==> src/rtl/ckmgr_pkg.sv <==
package ckmgr_pkg;
    typedef enum logic [2:0] {
        ST_WAIT_STABLE,
        ST_RESET_PULSE,
        ST_WAIT_LOCK,
        ST_LOCKED,
        ST_LOSS_FILTER
    } sup_state_e;
endpackage

==> src/rtl/ckmgr_btn_sync.sv <==
// Brings the active-low pushbutton into the reference domain.
// Assertion is asynchronous; release takes STAGES edges.
module ckmgr_btn_sync #(
    parameter int STAGES = 2
) (
    input  logic clk,
    input  logic arst_n,
    output logic hold
);
    logic [STAGES-1:0] shift_d, shift_q;

    always_comb begin
        shift_d = {shift_q[STAGES-2:0], 1'b1};
    end

    always_ff @(posedge clk or negedge arst_n) begin
        if (!arst_n) shift_q <= '0;
        else         shift_q <= shift_d;
    end

    assign hold = ~shift_q[STAGES-1];
endmodule

==> src/rtl/ckmgr_seq.sv <==
// Sequencer: reset pulse, lock acquisition with timeout, lock-loss filter.
module ckmgr_seq
    import ckmgr_pkg::*;
#(
    parameter int RST_CYCLES  = 3,
    parameter int LOSS_CYCLES = 16,
    parameter int ACQ_TIMEOUT = 65536
) (
    input  logic       clk,
    input  logic       arst_n,
    input  logic       hold,
    input  logic       ref_stable,
    input  logic       locked,
    output logic       restart,
    output logic       prim_rst,
    output logic       lock_ok
);
    localparam int MAXC = (ACQ_TIMEOUT > LOSS_CYCLES)
                        ? ((ACQ_TIMEOUT > RST_CYCLES) ? ACQ_TIMEOUT : RST_CYCLES)
                        : ((LOSS_CYCLES > RST_CYCLES) ? LOSS_CYCLES : RST_CYCLES);
    localparam int CW = $clog2(MAXC + 1);
    localparam logic [CW-1:0] PULSE_LAST = CW'(RST_CYCLES - 1);
    localparam logic [CW-1:0] ACQ_LAST   = CW'(ACQ_TIMEOUT - 1);
    localparam logic [CW-1:0] LOSS_LAST  = CW'(LOSS_CYCLES - 1);
    localparam bit            LOSS_ONE   = (LOSS_CYCLES < 2);

    typedef struct packed {
        sup_state_e      st;
        logic [CW-1:0]   cnt;
    } seq_t;

    seq_t cur_q, nxt_d;

    always_comb begin
        nxt_d = cur_q;
        unique case (cur_q.st)
            ST_WAIT_STABLE: begin
                if (ref_stable) begin
                    nxt_d.st  = ST_RESET_PULSE;
                    nxt_d.cnt = '0;
                end
            end
            ST_RESET_PULSE: begin
                if (!ref_stable) begin
                    nxt_d.st  = ST_WAIT_STABLE;
                    nxt_d.cnt = '0;
                end else if (cur_q.cnt == PULSE_LAST) begin
                    nxt_d.st  = ST_WAIT_LOCK;
                    nxt_d.cnt = '0;
                end else begin
                    nxt_d.cnt = cur_q.cnt + 1'b1;
                end
            end
            ST_WAIT_LOCK: begin
                if (locked) begin
                    nxt_d.st  = ST_LOCKED;
                    nxt_d.cnt = '0;
                end else if (cur_q.cnt == ACQ_LAST) begin
                    nxt_d.st  = ST_RESET_PULSE;
                    nxt_d.cnt = '0;
                end else begin
                    nxt_d.cnt = cur_q.cnt + 1'b1;
                end
            end
            ST_LOCKED: begin
                if (!locked) begin
                    if (LOSS_ONE) begin
                        nxt_d.st  = ST_RESET_PULSE;
                        nxt_d.cnt = '0;
                    end else begin
                        nxt_d.st  = ST_LOSS_FILTER;
                        nxt_d.cnt = CW'(1);
                    end
                end
            end
            ST_LOSS_FILTER: begin
                if (locked) begin
                    nxt_d.st  = ST_LOCKED;
                    nxt_d.cnt = '0;
                end else if (cur_q.cnt == LOSS_LAST) begin
                    nxt_d.st  = ST_RESET_PULSE;
                    nxt_d.cnt = '0;
                end else begin
                    nxt_d.cnt = cur_q.cnt + 1'b1;
                end
            end
            default: begin
                nxt_d.st  = ST_RESET_PULSE;
                nxt_d.cnt = '0;
            end
        endcase
        if (hold) begin
            nxt_d.st  = ST_RESET_PULSE;
            nxt_d.cnt = '0;
        end
    end

    always_ff @(posedge clk or negedge arst_n) begin
        if (!arst_n) begin
            cur_q.st  <= ST_RESET_PULSE;
            cur_q.cnt <= '0;
        end else begin
            cur_q <= nxt_d;
        end
    end

    assign restart  = (nxt_d.st == ST_WAIT_STABLE) || (nxt_d.st == ST_RESET_PULSE);
    assign prim_rst = (cur_q.st == ST_WAIT_STABLE) || (cur_q.st == ST_RESET_PULSE);
    assign lock_ok  = (cur_q.st == ST_LOCKED);
endmodule

==> src/rtl/ckmgr_lock_run.sv <==
// Holds the downstream reset until lock has been seen LOCK_RUN cycles in a row.
module ckmgr_lock_run #(
    parameter int LOCK_RUN = 4
) (
    input  logic clk,
    input  logic arst_n,
    input  logic restart,
    input  logic in_reset,
    input  logic locked,
    output logic sys_rst
);
    localparam int RW = $clog2(LOCK_RUN + 1);
    localparam logic [RW-1:0] RUN_DONE = RW'(LOCK_RUN);

    typedef struct packed {
        logic [RW-1:0] run;
        logic          srst;
    } run_t;

    run_t cur_q, nxt_d;

    always_comb begin
        nxt_d = cur_q;
        if (restart) begin
            nxt_d.run  = '0;
            nxt_d.srst = 1'b1;
        end else begin
            if (locked && !in_reset)
                nxt_d.run = (cur_q.run == RUN_DONE) ? cur_q.run : cur_q.run + 1'b1;
            else
                nxt_d.run = '0;
            if (nxt_d.run == RUN_DONE) nxt_d.srst = 1'b0;
        end
    end

    always_ff @(posedge clk or negedge arst_n) begin
        if (!arst_n) begin
            cur_q.run  <= '0;
            cur_q.srst <= 1'b1;
        end else begin
            cur_q <= nxt_d;
        end
    end

    assign sys_rst = cur_q.srst;
endmodule

==> src/rtl/ckmgr_rst_sup.sv <==
module ckmgr_rst_sup #(
    parameter int RST_CYCLES  = 3,
    parameter int LOSS_CYCLES = 16,
    parameter int ACQ_TIMEOUT = 65536,
    parameter int LOCK_RUN    = 4,
    parameter int SYNC_STAGES = 2
) (
    input  logic clk_ref,
    input  logic btn_rst_n,
    input  logic ref_stable,
    input  logic pll_locked,
    output logic prim_rst,
    output logic sys_rst,
    output logic lock_ok
);
    logic btn_hold;
    logic seq_restart;
    logic seq_prim;

    ckmgr_btn_sync #(.STAGES(SYNC_STAGES)) u_sync (
        .clk    (clk_ref),
        .arst_n (btn_rst_n),
        .hold   (btn_hold)
    );

    ckmgr_seq #(
        .RST_CYCLES  (RST_CYCLES),
        .LOSS_CYCLES (LOSS_CYCLES),
        .ACQ_TIMEOUT (ACQ_TIMEOUT)
    ) u_seq (
        .clk        (clk_ref),
        .arst_n     (btn_rst_n),
        .hold       (btn_hold),
        .ref_stable (ref_stable),
        .locked     (pll_locked),
        .restart    (seq_restart),
        .prim_rst   (seq_prim),
        .lock_ok    (lock_ok)
    );

    ckmgr_lock_run #(.LOCK_RUN(LOCK_RUN)) u_run (
        .clk      (clk_ref),
        .arst_n   (btn_rst_n),
        .restart  (seq_restart),
        .in_reset (seq_prim),
        .locked   (pll_locked),
        .sys_rst  (sys_rst)
    );

    assign prim_rst = seq_prim;
endmodule

==> config.mk <==
export PLATFORM = sky130hd
export DESIGN_NAME = ckmgr_rst_sup
export DESIGN_NICKNAME = d
export VERILOG_FILES = /design/src/rtl/ckmgr_pkg.sv /design/src/rtl/ckmgr_btn_sync.sv /design/src/rtl/ckmgr_seq.sv /design/src/rtl/ckmgr_lock_run.sv /design/src/rtl/ckmgr_rst_sup.sv
export SDC_FILE = /design/constraint.sdc
export NUM_CORES = 1
export LEC_CHECK = 0
export BUFFER_PORTS_ARGS = -buffer_cell sky130_fd_sc_hd__buf_2
export CAP_MARGIN = 20
export CORE_UTILIZATION = 55
export CTS_CLUSTER_DIAMETER = 150
export DETAILED_ROUTE_END_ITERATION = 10
export PLACE_DENSITY_LB_ADDON = 0.05
export SLEW_MARGIN = 0
export SYNTH_ARGS = -nofsm -noshare
export SYNTH_HDL_FRONTEND = slang
export SYNTH_SLANG_ARGS = --single-unit
==> constraint.sdc <==
create_clock -name clk_ref -period 2.7 [get_ports clk_ref]
set_input_delay 0.27 -clock clk_ref [delete_from_list [all_inputs] [get_ports clk_ref]]
set_output_delay 0.27 -clock clk_ref [all_outputs]
set_load 0.005 [all_outputs]
==> results <==
- The checks that failed: DRC.
- Traced cell by cell, the critical path runs through ha_1 > nand3_1 > nor3_2 > and4_1 > nand3_1 > inv_1 > ha_1 > nand3b_1 > o31ai_4 > nor3_4 > buf_4 > nor2_1.
- The arrival time of the worst setup path is 2710 ps.
- STA puts the critical path data required time at 2930 ps.
- The Yosys warning count is 0.
- The number of buffers created by CTS is 3.
- The final worst slack is 220.0 ps.
- For this run, the leading register cell type out of synthesis is dfrtp_1.
- The clock insertion delay at the later pin of the skew report is 320 ps.
- The start of the worst register-to-register path is u_seq.cur_q[1].
- The floorplan step defined a die boundary enclosing 0.003271 mm^2.
- The clock edge transition at the registers on the reported setup and hold paths is 140 ps.
- The final route contains 1403 vias.
- The ratio of routed vias to standard cells is 6.320.
- The synthesized design contains 26 register bits.
- The number of optimization iterations in the first detailed-route pass is 7.
- The summed instance area of the synthesized netlist is 0.001675 mm^2.
- The synthesized design contains 0 enable-type register cells.
- The global-route wire length before repair is 6203 um.
- The final routed DRC violation total is 3.
- The maximum buffer depth of the clock tree is 2.
- The area inside the core boundary is 0.002829 mm^2.
- The actual slew at the worst max-slew pin is 576.5 ps.
- The die outline height is 57.19 um.
- The cell family contributing the most delay on the critical path is simple AND/OR/NAND/NOR gates.
- The count of clock tree sinks is 26.
- Dividing the detail-routed wire length by the instance count gives 15.28 um.
- The run finished, with violations left.
- The number of antenna repair diodes is 0.
- The worst path buffer plus inverter count is 2.
- The initial antenna violation count is 0.
- Of the cells placed in the final design, the portion with a size suffix greater than 1 is 18.85%.
- The initial utilization of the core area, before any placement, comes to 59.22%.
- The endpoint class of the critical path is a flip-flop.
- The finished layout holds 222 standard cells, fillers aside.
- The placer's final routability congestion estimate is 0.8284.
- The kind of critical path is reg -> reg.
- Synthesis produced a netlist with a net count of 193.
- The maximum fanout along the worst path is 8.
- For this block, the routed nets add up to 3393 um of wire.
- The global-route total usage across every layer is 24.15%.
- The worst hold path begins at pll_locked.
- The power density over the cells is 403.0 mW/mm^2.
- In this run the tightest slew margin relative to its limit is 61.57%.
- The floorplan step set the die width to 57.19 um.
- The final number of hold-violating endpoints is 0.
- The number of pins with negative max-slew slack in the final report is 0.
- Setup violations remaining at the end of the flow were counted as 0.
- The register area share after synthesis is 38.98%.
- The slowest stage of the critical path is the dfrtp_1 cell.
- The via count of the first global-routing pass is 1367.
- The number of nets in the finished design is 202.
- The total overflow left after global routing is 0.
- For the final database, setup skew stands at 3.176 ps.
- The area growth from synthesis to layout is 8.066%.
- The final cycle utilization of the critical path is 91.85%.
- The number of violations reported at the end of detailed-routing iteration 0 is 92.
- The final critical path time including I/O delays and setup is 2480 ps.
- The number of placed I/O pins is 7.
- The HPWL after detailed placement is 2431 um.
- The distinct cell type count after synthesis is 47.
- The mean instance size in the synthesized netlist is 9.155 um^2.
- VDD sags by at most 277.7 uV.
- The count of port buffers added during placement is 6.
- The depth of the CTS H-tree is 1.
- The worst hold-check path type is in -> reg.
- The row count is 19.
- The clock tree from TritonCTS is done.
- For this run, the top clock speed supported by timing is 403.2 MHz.
- The standby leakage power is 0.0007665 uW.
- The total power is 729.6 uW.
- Entering global routing, the biggest net connects 27 pins.
- Synthesis produced a netlist whose cell count is 183.
- The tool flagged a number of max-cap violations equal to 0.
- The placed standard-cell area is 0.001719 mm^2.
- Before CTS, the worst setup slack after placement is 160.8 ps.
- In this run the worst setup path begins at u_seq.cur_q[1].
- In this run the remaining antenna-violating nets after routing total 0.
- The tightest hold path in the finished design has a slack of 341.2 ps.
- The share of synthesized registers carrying an async set or reset is 100.0%.
- The largest stage delay on the critical path is 410 ps.
- The finished cells cover 0.001810 mm^2.
- STA classifies the critical path startpoint as a flip-flop.
- The number of placed instances, taps included is 215.
- The cell chosen for the clock root is clkbuf_4.
power breakdown:
group / internal [uW] / total [uW] / switching [uW] / leakage, uW
clock network: 150 / 266 / 116 / 0.0000279
logic: 21.3 / 59.4 / 38.1 / 0.000387
registers: 396 / 404 / 8.68 / 0.000351
path summary, 6_finish.rpt:
check	cells past startpoint	slack (ps)	endpoint
setup / recovery	12	220	u_seq.cur_q[13]
hold / removal	3	340	u_run.cur_q[2]
setup reg to reg	12	220	u_seq.cur_q[13]
hold reg to reg	0	370	u_sync.shift_q[1]
max in group asynchronous	2	1860	u_run.sys_rst
min in group asynchronous	2	460	u_seq.cur_q[5]
state kept, by name, indices dropped and copies added, names as in the netlist:
register,count
u_seq.cur_q,20
u_run.sys_rst,1
u_sync.shift_q,2
u_run.cur_q,3
cell usage after synthesis, types with 2 or more instances:
cell type	number	area, um^2
nor4b_1	2	17.52
nor2b_1	2	12.51
and4_1	3	26.28
dfrtp_1	24	600.6
xor2_1	6	52.55
buf_2	4	20.02
nor2_1	19	71.32
nor3_2	6	60.06
nand2b_1	5	31.28
o21ai_2	2	17.52
inv_1	9	33.78
nor4_1	2	12.51
a21oi_1	8	40.04
dfstp_2	2	52.55
o211ai_1	2	15.01
nand2_1	16	60.06
and3_1	4	25.02
o221ai_1	2	17.52
mux2i_1	5	50.05
ha_1	6	75.07
nor3_1	3	15.01
nand3_1	7	35.03
nand4_1	9	56.30
nand3b_1	3	22.52
o21ai_0	10	50.05
metrics by stage:
| stage | utilization [%] | setup TNS [ps] |
|---|---|---|
| 2_1_floorplan | - | 0 |
| 5_1_grt | 64.00 | -173.4 |
| 3_3_place_gp | 60.77 | 0 |
| 3_5_place_dp | 60.77 | 0 |
| 6_report | 64.00 | 0 |
| 4_1_cts | 62.98 | 0 |
area by class of cell:
type	instances	area, um^2
inverter	9	33.78
clock inverter	1	30.03
timing repair buffer	12	77.57
sequential	26	653.1
tap	31	38.79
fill	244	1018
multi-input combinational	140	954.7
clock buffer	3	22.52
worst min-delay path, cell delays in order:
cell and delay [ps]:
buf_2 150, nand4b_1 160, nor2_1 60
routing by layer:
| layer | wire, um | track usage (%) | vias up |
|---|---|---|---|
| li1 | - | - | 676 |
| met4 | 87 | 10.80 | 0 |
| met3 | 138 | 2.721 | 11 |
| met1 | 1606 | 34.32 | 671 |
| met5 | 0 | 0 | - |
| met2 | 1560 | 37.48 | 45 |
cells in the final DEF, fill, tap and decap left out, types with 6 or more instances in the layout:
master and count:
a21oi_1 8, buf_2 6, dfrtp_1 24, ha_1 6
inv_1 9, nand2_1 16, nand3_1 7, nand4_1 9
nor2_1 18, nor3_2 6, o21ai_0 10, xor2_1 6
kinds of logic after synthesis:
| family | count (synthesis) | share of synthesized area [%] |
|---|---|---|
| XOR/XNOR | 6 | 3.137 |
| AND/OR/NAND/NOR | 91 | 32.71 |
| multiplexers | 6 | 3.660 |
| other | 1 | 0.2238 |
| AO/OA/AOI/OAI | 30 | 11.95 |
| buffers and inverters | 17 | 4.854 |
| adder cells (fa/ha/maj) | 6 | 4.481 |
| flip-flops | 26 | 38.98 |
repair_timing:
action / CTS / global route
setup endpoints to repair: 0 / 13
buffers inserted: 0 / 2
hold endpoints to repair: 24 / 0
resized for setup: 0 / 3
hold buffers: 1 / 0
Power figures use the tool's default switching activity.
